### src/rtl/dmc_pkg.sv
package dmc_pkg;

   function automatic int off_bits(input int blk_bytes);
      return $clog2(blk_bytes);
   endfunction

   function automatic int line_count(input int cap_bytes, input int blk_bytes);
      return cap_bytes / blk_bytes;
   endfunction

   function automatic int idx_bits(input int cap_bytes, input int blk_bytes);
      return $clog2(cap_bytes / blk_bytes);
   endfunction

   function automatic int tag_bits(input int addr_w, input int cap_bytes, input int blk_bytes);
      return addr_w - $clog2(blk_bytes) - $clog2(cap_bytes / blk_bytes);
   endfunction

   typedef enum logic [1:0] {
      ST_IDLE  = 2'd0,
      ST_WBACK = 2'd1,
      ST_FILL  = 2'd2
   } dmc_state_e;

endpackage

### src/rtl/dmc_tag_store.sv
module dmc_tag_store #(
   parameter int LINES = 4,
   parameter int TAG_W = 4,
   parameter int IDX_W = 2
) (
   input  logic             clk,
   input  logic             rst_n,
   input  logic [IDX_W-1:0] idx,
   input  logic             fill_en,
   input  logic [TAG_W-1:0] fill_tag,
   input  logic             dirty_set,
   output logic             rd_valid,
   output logic             rd_dirty,
   output logic [TAG_W-1:0] rd_tag
);
   logic [LINES-1:0] valid_q;
   logic [LINES-1:0] dirty_q;
   logic [TAG_W-1:0] tag_q [LINES];

   for (genvar g = 0; g < LINES; g++) begin : g_line
      logic sel;
      assign sel = (idx == IDX_W'(g));
      always_ff @(posedge clk) begin
         if (!rst_n) begin
            valid_q[g] <= 1'b0;
            dirty_q[g] <= 1'b0;
            tag_q[g]   <= '0;
         end else if (sel && fill_en) begin
            valid_q[g] <= 1'b1;
            dirty_q[g] <= 1'b0;
            tag_q[g]   <= fill_tag;
         end else if (sel && dirty_set) begin
            dirty_q[g] <= 1'b1;
         end
      end
   end

   assign rd_valid = valid_q[idx];
   assign rd_dirty = dirty_q[idx];
   assign rd_tag   = tag_q[idx];


   dirty_valid_chk: assert property (@(posedge clk) disable iff (!rst_n)
      dirty_set |-> rd_valid)
      else $error("dirty set on an invalid line");

endmodule

### src/rtl/dmc_data_store.sv
module dmc_data_store #(
   parameter int LINES       = 4,
   parameter int BLOCK_BYTES = 4,
   parameter int IDX_W       = 2,
   parameter int OFF_W       = 2,
   localparam int BLK_W      = 8 * BLOCK_BYTES
) (
   input  logic             clk,
   input  logic [IDX_W-1:0] idx,
   input  logic [OFF_W-1:0] byte_off,
   input  logic             fill_en,
   input  logic [BLK_W-1:0] fill_data,
   input  logic             byte_we,
   input  logic [7:0]       byte_data,
   output logic [BLK_W-1:0] line_data,
   output logic [7:0]       rd_byte
);
   logic [BLK_W-1:0] mem_q [LINES];

   for (genvar b = 0; b < BLOCK_BYTES; b++) begin : g_lane
      logic lane_hit;
      assign lane_hit = byte_we && (byte_off == OFF_W'(b));
      always_ff @(posedge clk) begin
         if (fill_en)
            mem_q[idx][8*b +: 8] <= fill_data[8*b +: 8];
         else if (lane_hit)
            mem_q[idx][8*b +: 8] <= byte_data;
      end
   end

   assign line_data = mem_q[idx];
   assign rd_byte   = line_data[{byte_off, 3'b000} +: 8];

endmodule

### src/rtl/dmc_ctrl.sv
module dmc_ctrl
   import dmc_pkg::*;
#(
   parameter int TAG_W = 4,
   parameter int IDX_W = 2,
   parameter int CNT_W = 16,
   localparam int BADDR_W = TAG_W + IDX_W
) (
   input  logic               clk,
   input  logic               rst_n,
   input  logic               cpu_req,
   input  logic               cpu_we,
   input  logic [TAG_W-1:0]   req_tag,
   input  logic [IDX_W-1:0]   req_idx,
   input  logic               line_valid,
   input  logic               line_dirty,
   input  logic [TAG_W-1:0]   line_tag,
   input  logic               mem_ack,
   output logic               cpu_ready,
   output logic               mem_req,
   output logic               mem_we,
   output logic [BADDR_W-1:0] mem_baddr,
   output logic               fill_en,
   output logic               dirty_set,
   output logic               byte_we,
   output logic [CNT_W-1:0]   hit_cnt,
   output logic [CNT_W-1:0]   miss_cnt
);
   dmc_state_e state_q, state_d;
   logic       replay_q;
   logic       hit;
   logic       miss_start;

   assign hit        = line_valid && (line_tag == req_tag);
   assign cpu_ready  = (state_q == ST_IDLE) && cpu_req && hit;
   assign miss_start = (state_q == ST_IDLE) && cpu_req && !hit;
   assign byte_we    = cpu_ready && cpu_we;
   assign dirty_set  = byte_we;
   assign fill_en    = (state_q == ST_FILL) && mem_ack;
   assign mem_req    = (state_q != ST_IDLE);
   assign mem_we     = (state_q == ST_WBACK);
   assign mem_baddr  = mem_we ? {line_tag, req_idx} : {req_tag, req_idx};

   always_comb begin
      state_d = state_q;
      case (state_q)
         ST_IDLE:  if (miss_start) state_d = (line_valid && line_dirty) ? ST_WBACK : ST_FILL;
         ST_WBACK: if (mem_ack) state_d = ST_FILL;
         ST_FILL:  if (mem_ack) state_d = ST_IDLE;
         default:  state_d = ST_IDLE;
      endcase
   end

   always_ff @(posedge clk) begin
      if (!rst_n) begin
         state_q  <= ST_IDLE;
         replay_q <= 1'b0;
         hit_cnt  <= '0;
         miss_cnt <= '0;
      end else begin
         state_q <= state_d;
         if (fill_en)        replay_q <= 1'b1;
         else if (cpu_ready) replay_q <= 1'b0;
         if (cpu_ready && !replay_q) hit_cnt  <= hit_cnt + 1'b1;
         if (miss_start)             miss_cnt <= miss_cnt + 1'b1;
      end
   end


   mem_hold_chk: assert property (@(posedge clk) disable iff (!rst_n)
      (mem_req && !mem_ack) |=> (mem_req && $stable(mem_baddr) && $stable(mem_we)))
      else $error("memory request changed before ack");


   wb_then_fill_chk: assert property (@(posedge clk) disable iff (!rst_n)
      (mem_req && mem_we && mem_ack) |=> (mem_req && !mem_we))
      else $error("write-back not followed by refill");


   hit_no_mem_chk: assert property (@(posedge clk) disable iff (!rst_n)
      (cpu_req && cpu_ready) |-> !mem_req)
      else $error("hit completed during memory transfer");


   cnt_step_chk: assert property (@(posedge clk) disable iff (!rst_n)
      1'b1 |=> ($countones({hit_cnt != $past(hit_cnt), miss_cnt != $past(miss_cnt)}) <= 1))
      else $error("both counters stepped together");


   cnt_incr_chk: assert property (@(posedge clk) disable iff (!rst_n)
      (hit_cnt != $past(hit_cnt)) |-> (hit_cnt == $past(hit_cnt) + 1'b1))
      else $error("hit counter jumped");

endmodule

### src/rtl/dmc_cache.sv
module dmc_cache
   import dmc_pkg::*;
#(
   parameter int ADDR_W      = 8,
   parameter int CAPACITY    = 16,
   parameter int BLOCK_BYTES = 4,
   parameter int CNT_W       = 16,
   localparam int OFF_W      = off_bits(BLOCK_BYTES),
   localparam int LINES      = line_count(CAPACITY, BLOCK_BYTES),
   localparam int IDX_W      = idx_bits(CAPACITY, BLOCK_BYTES),
   localparam int TAG_W      = tag_bits(ADDR_W, CAPACITY, BLOCK_BYTES),
   localparam int BADDR_W    = ADDR_W - OFF_W,
   localparam int BLK_W      = 8 * BLOCK_BYTES
) (
   input  logic               clk,
   input  logic               rst_n,
   input  logic               cpu_req,
   input  logic               cpu_we,
   input  logic [ADDR_W-1:0]  cpu_addr,
   input  logic [7:0]         cpu_wdata,
   output logic               cpu_ready,
   output logic [7:0]         cpu_rdata,
   output logic               mem_req,
   output logic               mem_we,
   output logic [BADDR_W-1:0] mem_addr,
   output logic [BLK_W-1:0]   mem_wdata,
   input  logic [BLK_W-1:0]   mem_rdata,
   input  logic               mem_ack,
   output logic [CNT_W-1:0]   hit_count,
   output logic [CNT_W-1:0]   miss_count
);
   initial begin
      blk_pow2_chk: assert (BLOCK_BYTES >= 2 && (BLOCK_BYTES & (BLOCK_BYTES - 1)) == 0)
         else $error("block size must be a power of two, at least 2");
      lines_pow2_chk: assert (LINES >= 2 && (LINES & (LINES - 1)) == 0)
         else $error("line count must be a power of two, at least 2");
      tag_width_chk: assert (TAG_W >= 1)
         else $error("address too narrow for capacity");
   end

   logic [OFF_W-1:0] req_off;
   logic [IDX_W-1:0] req_idx;
   logic [TAG_W-1:0] req_tag;
   assign {req_tag, req_idx, req_off} = cpu_addr;

   logic             line_valid, line_dirty;
   logic [TAG_W-1:0] line_tag;
   logic             fill_en, dirty_set, byte_we;

   dmc_tag_store #(.LINES(LINES), .TAG_W(TAG_W), .IDX_W(IDX_W)) u_tags (
      .clk      (clk),
      .rst_n    (rst_n),
      .idx      (req_idx),
      .fill_en  (fill_en),
      .fill_tag (req_tag),
      .dirty_set(dirty_set),
      .rd_valid (line_valid),
      .rd_dirty (line_dirty),
      .rd_tag   (line_tag)
   );

   dmc_data_store #(.LINES(LINES), .BLOCK_BYTES(BLOCK_BYTES), .IDX_W(IDX_W), .OFF_W(OFF_W)) u_data (
      .clk      (clk),
      .idx      (req_idx),
      .byte_off (req_off),
      .fill_en  (fill_en),
      .fill_data(mem_rdata),
      .byte_we  (byte_we),
      .byte_data(cpu_wdata),
      .line_data(mem_wdata),
      .rd_byte  (cpu_rdata)
   );

   dmc_ctrl #(.TAG_W(TAG_W), .IDX_W(IDX_W), .CNT_W(CNT_W)) u_ctrl (
      .clk       (clk),
      .rst_n     (rst_n),
      .cpu_req   (cpu_req),
      .cpu_we    (cpu_we),
      .req_tag   (req_tag),
      .req_idx   (req_idx),
      .line_valid(line_valid),
      .line_dirty(line_dirty),
      .line_tag  (line_tag),
      .mem_ack   (mem_ack),
      .cpu_ready (cpu_ready),
      .mem_req   (mem_req),
      .mem_we    (mem_we),
      .mem_baddr (mem_addr),
      .fill_en   (fill_en),
      .dirty_set (dirty_set),
      .byte_we   (byte_we),
      .hit_cnt   (hit_count),
      .miss_cnt  (miss_count)
   );

endmodule

### config.mk
export PLATFORM = sky130hd
export DESIGN_NAME = dmc_cache
export DESIGN_NICKNAME = d
export VERILOG_FILES = /design/src/rtl/dmc_pkg.sv /design/src/rtl/dmc_tag_store.sv /design/src/rtl/dmc_data_store.sv /design/src/rtl/dmc_ctrl.sv /design/src/rtl/dmc_cache.sv
export SDC_FILE = /design/constraint.sdc
export NUM_CORES = 1
export LEC_CHECK = 0
export CAP_MARGIN = 40
export CELL_PAD_IN_SITES_DETAIL_PLACEMENT = 0
export CELL_PAD_IN_SITES_GLOBAL_PLACEMENT = 2
export CORE_UTILIZATION = 25
export CTS_CLUSTER_DIAMETER = 150
export DETAILED_ROUTE_END_ITERATION = 8
export PLACE_DENSITY = 0.61
export SYNTH_ARGS = -nofsm -noshare
export SYNTH_HDL_FRONTEND = slang
export SYNTH_SLANG_ARGS = --single-unit
### constraint.sdc
create_clock -name clk -period 6.69 [get_ports clk]
set_clock_uncertainty 0.1 [all_clocks]
set_input_delay 1.0035 -clock clk [delete_from_list [all_inputs] [get_ports clk]]
set_output_delay 1.0035 -clock clk [all_outputs]
set_load 0.03 [all_outputs]
# After elaboration in Yosys (flattened, before gate mapping)

Memories as Yosys holds them, arrays and structs flattened.
Cells that the tools add are included.

Output and inout bits: 81
Bits in registers: 43
Input bits: 53
Bits in writable memories: 144
Memories kept: 2

Memory list:

| memory       | depth | width | rd ports | clocked after Yosys merged registers in | wr ports | RTL line             | RTL |
|---|---|---|---|---|---|---|---|
| u_data.mem_q | 4     | 32    | 1        | 0                                       | 1        | dmc_data_store.sv:18 | `logic [BLK_W-1:0] mem_q [LINES];` |
| u_tags.tag_q | 4     | 4     | 1        | 0                                       | 4        | dmc_tag_store.sv:18  | `logic [TAG_W-1:0] tag_q [LINES];` |

Magnitude comparators: 1
Reductions and logical operators: 32
Muxes and demuxes: 47
Add/subtract/negate cells: 2
Equal/unequal tests: 12
Bitwise logic cells: 9
Shift operators: 1

Operators with widths:

| kind                  | number |
|---|---|
| $add 16x1->16 const B | 2 |
| $mux 8                | 4 |
| $shiftx 32x6->8       | 1 |
| $mux 1                | 31 |
| $logic_and 1x1->1     | 20 |
| $mux 4                | 4 |
| $eq 2x2->1 const B    | 5 |
| $mux 2                | 4 |
| $or 1x1->1            | 8 |
| $reduce_or 2->1       | 4 |
| $eq 2x1->1 const B    | 3 |
| $logic_not 2->1       | 3 |
| $mux 6                | 1 |
| $pmux 2 s3            | 1 |
| $bmux 1 s2            | 2 |
| $eq 4x4->1            | 1 |
| $ne 2x2->1 const B    | 2 |
| $reduce_bool 2->1     | 2 |
| $lt 2x3->1 const B    | 1 |
| $reduce_and 3->1      | 1 |
| $logic_not 1->1       | 2 |
| $ne 2x1->1 const B    | 1 |
| $not 1->1             | 1 |

# Longest topological paths before layout

Depth in word-level cells: 10
Mapped depth: 9
Depth with buffers taken out: 7

# Hierarchy

From an unflattened synthesis, not the netlist that was laid out.

Cells, all modules: 589
Area total of the unflattened synthesis: 8618.3 um2

Modules (own cells, without submodules):

| module         | instances | cells an instance | area each (um2) |
|---|---|---|---|
| dmc_data_store | 1         | 261               | 5338.9 |
| dmc_ctrl       | 1         | 245               | 2200.9 |
| dmc_tag_store  | 1         | 83                | 1078.5 |

# Least setup slack after synthesis

No wires, ideal clock.

Kind: input to output
Start point: in cpu_addr[3]
End point: out cpu_rdata[0]
Slack: 2.531 ns
Arrival time: 3.056 ns
Path buffers: 3
Stages on the path: 5
Cell sequence: clkbuf_1 > clkbuf_1 > clkbuf_1 > mux4_2 > mux4_2

Word-level cells in the longest chain between the ends: 2

Ends and longest elaborated chain:

| what               | RTL line             | RTL |
|---|---|---|
| start: declaration | dmc_cache.sv:19      | `input logic [ADDR_W-1:0] cpu_addr,` |
| $mem_v2 4x32       | n/a                  |  |
| net mem_wdata[8]   | dmc_cache.sv:26      | `output logic [BLK_W-1:0] mem_wdata,` |
| $shiftx 32x6->8    | dmc_data_store.sv:32 | `assign rd_byte = line_data[{byte_off, 3'b000} +: 8];` |
| end: declaration   | dmc_cache.sv:22      | `output logic [7:0] cpu_rdata,` |

The timed path passes the listed nets, and every way through them passes these cells.

# Final worst setup path

Start point: in cpu_addr[2]
End point: out cpu_ready

Word-level cells in the longest chain between the ends: 4
Elaborated cells on any way between the ends: 6

Ends and longest elaborated chain:

| what                                             | RTL line                            | RTL |
|---|---|---|
| $mem_v2 4x4 / $bmux 1 s2 (equally long branches) | n/a                                 |  |
| $eq 4x4->1 / $mux 1 (equally long branches)      | dmc_ctrl.sv:34, dmc_tag_store.sv:38 |  |
| $logic_and 1x1->1 *                              | dmc_ctrl.sv:34                      | `assign hit = line_valid && (line_tag == req_tag);` |
| $logic_and 1x1->1 *                              | dmc_ctrl.sv:35                      | `assign cpu_ready = (state_q == ST_IDLE) && cpu_req && hit;` |
| end: declaration                                 | dmc_cache.sv:21                     | `output logic cpu_ready,` |

Every way passes the cells marked *; elsewhere a longest branch is shown, timed or not. The select of a mux whose other input is x is not followed.

==> results.txt <==
Final period util = 78.18%
FMAX = 191.2 MHz
Cell variety after synth = 44
Main synth FF type = edfxtp_1
Critical Path AT = 4.13 ns
Fin nets = 723
Final-report hold violation count = 0
Worst-path clk slew = 0.08 ns
Flop pwr share = 48.4%
Measured slew at the worst slew-check pin = 0.8794 ns
Clock Sink Count = 187
Drt via density = 4.654
N_diodes = 0
Adder-Cell Fraction of Synth Area = 0.3086%
DRT Pass-1 Iters = 4
Maximum vdd ir drop = 196.9 uV
Post-synth top area share = 53.33%
Kind of critical path = in2out
Top post-synthesis cells by area = edfxtp_1 53%, mux4_2 13%, dfxtp_1 11%, mux2_2 4.7%, nor2_1 2.3%
HPWL after detailed placement = 16280 um
PnR Total Power = 0.002630 W
Syn. warnings = 0
Vias in the first global route = 5196
CTS buffer count = 17
Share of cells above drive strength 1 = 19.82%
Slew Limit Fails = 0
Power density cells = 249.1 nW/um^2
Global-route wire length before repair = 33040 um
DIE AREA = 33160 um^2
GR Overflow Total = 0
Clock power share = 41.5%
Worst Setup End Kind = primary output
Final WL = 21940 um
Post-synthesis simple-gate area fraction = 9.273%
EDFF count, synth = 144
Largest family of logic cells by synthesized area = multiplexers
Total track usage = 13.64%
Ys async rst share = 0%
Post-Route Setup TNS = 0 ns
Synthesized area = 8109 um^2
H-tree levels = 4
RePlAce Congestion = 0.7545
Initial Utilization = 25.57%
Count leader, synth = edfxtp_1
Routed Antenna Nets = 0
Fillers = 3135
HP Class = reg2reg
Core region area = 31720 um^2
Post-Synth XOR/XNOR Area = 2.561%
Clk_lat worst skew = 0.44 ns
WP data required = 5.59 ns
CP Max Fanout = 22
Largest net degree at the start of global routing = 30
Die Y = 182.1 um
FP Rows = 65
Vias = 5040
Mapped Avg Cell Area = 15.21 um^2
DR WL/cell = 20.26 um
Final setup vio count = 0
Post-cts resize count = 0
Logic gate share of total power = 10.1%
Ports = 134
RSZ-0062 raised after global routing = false
Slew headroom = 41.05%
Post-synth top area cell = edfxtp_1
Hold_buf cts = 0
Iteration-0 DRC Markers = 376
Post-Synthesis Net Count = 588
Max-cap check violation count = 0
Post-synthesis compound-gate area fraction = 4.043%
Min Tclk post-route = 5.230 ns
Initial antenna violation count = 0
Sw Share = 27.14%
Post-synth top cells = 144 x edfxtp_1, 50 x nor2_1, 46 x mux4_2
Max clock buf depth = 2
Switching power = 0.0007137 W
Post-synthesis sequential area ratio = 63.94%
PortBufs = 133
Post-CTS Setup Bufs = 0
Area growth, synth to finish = 30.18%
Leak Pwr = 3.432 nW
P_int = 0.001916 W
#FFs+latches synth = 187
Mapped Cells = 533
Status = completed
Root Driver = clkbuf_16
Startpoint Class = input pin
Chip width = 182.1 um
CTS tree = done
Mux cell area share after synthesis = 17.78%
DR DRC count = 0
## final timing paths
| check | cells after the start | start | slack [ns] | to |
|---|---|---|---|---|
| hold reg to reg | 1 | u_tags.valid_q[0]$_SDFFE_PN0P_ | 0.35 | u_tags.valid_q[0]$_SDFFE_PN0P_ |
| hold / removal | 1 | u_tags.valid_q[0]$_SDFFE_PN0P_ | 0.35 | u_tags.valid_q[0]$_SDFFE_PN0P_ |
| setup / recovery | 7 | cpu_addr[2] | 1.46 | cpu_ready |
| setup reg to reg | 6 | u_tags.tag_q[3][0]$_SDFFCE_PN0P_ | 2.89 | u_data.mem_q[0][12]$_DFFE_PP_ |
## layout make-up
| cell class | count | area (um^2) | area share [%] |
|---|---|---|---|
| Timing Repair Buffer | 145 | 1426 | 13.51 |
| Multi-Input combinational cell | 308 | 2754 | 26.09 |
| Tap cell | 402 | 503.0 | 4.765 |
| Clock inverter | 15 | 229.0 | 2.169 |
| Clock buffer | 17 | 425.4 | 4.030 |
| Sequential cell | 187 | 5185 | 49.12 |
| Inverter | 9 | 33.78 | 0.3200 |
## per-layer routing
metal	global-route usage, %	vias up	wire length (um)
met1	18.49	2517	9847
li1	-	2325	-
met3	2.973	14	1322
met4	3.630	0	237
met5	0	-	0
met2	22.01	184	10530
## flip-flops by register name, summed over array words and instances (netlist names)
signal           flops
u_ctrl.replay_q      1
u_ctrl.hit_cnt      16
u_tags.tag_q        16
u_ctrl.state_q       2
u_tags.valid_q       4
u_ctrl.miss_cnt     16
u_data.mem_q       128
u_tags.dirty_q       4
## per-stage QoR
step | worst slack [ns] | area, um^2 | instances | utilization, % | hold slack [ns]
global route | 1.223 | 10560 | 1083 | 33.28 | 0.3728
global placement | 1.422 | 9812 | 1041 | 30.93 | 0.3284
finish | 1.460 | 10560 | 1083 | 33.28 | 0.3511
CTS | 1.373 | 10510 | 1077 | 33.14 | 0.3569
floorplan | 2.531 | 8109 | 533 | - | 0.3211
detailed placement | 1.375 | 9857 | 1045 | 31.08 | 0.3387
## cell families (layout without fill, tap and decap cells)
family | count (synthesis) | after routing
XOR/XNOR | 22 | 22
AO/OA/AOI/OAI | 56 | 56
buffers and inverters | 38 | 186
AND/OR/NAND/NOR | 146 | 146
multiplexers | 82 | 82
adder cells (fa/ha/maj) | 2 | 2
flip-flops | 187 | 187
## layout by cell type (no fill, tap or decap), types with 16 or more instances in the layout
cell               n
edfxtp_1         144
clkdlybuf4s50_1  131
nor2_1            50
mux4_2            46
dfxtp_1           43
mux2_2            34
o21ai_0           18
nand2_1           17
and2_1            17
clkbuf_16         17
a21oi_1           16
## critical path, cell delays in order
cell             delay (ns)
buf_2                  0.52
mux4_2                 0.61
xnor2_1                0.14
nand2_1                0.44
or2_1                  0.46
nor3_1                 0.21
clkdlybuf4s50_1        0.73
## power by group through the flow
| stage | combinational [W] | sequential, W | clock, W |
|---|---|---|---|
| finish | 0.000266 | 0.00127 | 0.00109 |
| global placement | 0.000264 | 0.00130 | 0 |
| CTS | 0.000270 | 0.00127 | 0.00112 |
| global route | 0.000283 | 0.00128 | 0.00116 |
| detailed placement | 0.000268 | 0.00130 | 0 |
| floorplan | 0.000146 | 0.00130 | 0 |
Note: power is estimated with default switching activity, not from simulation.
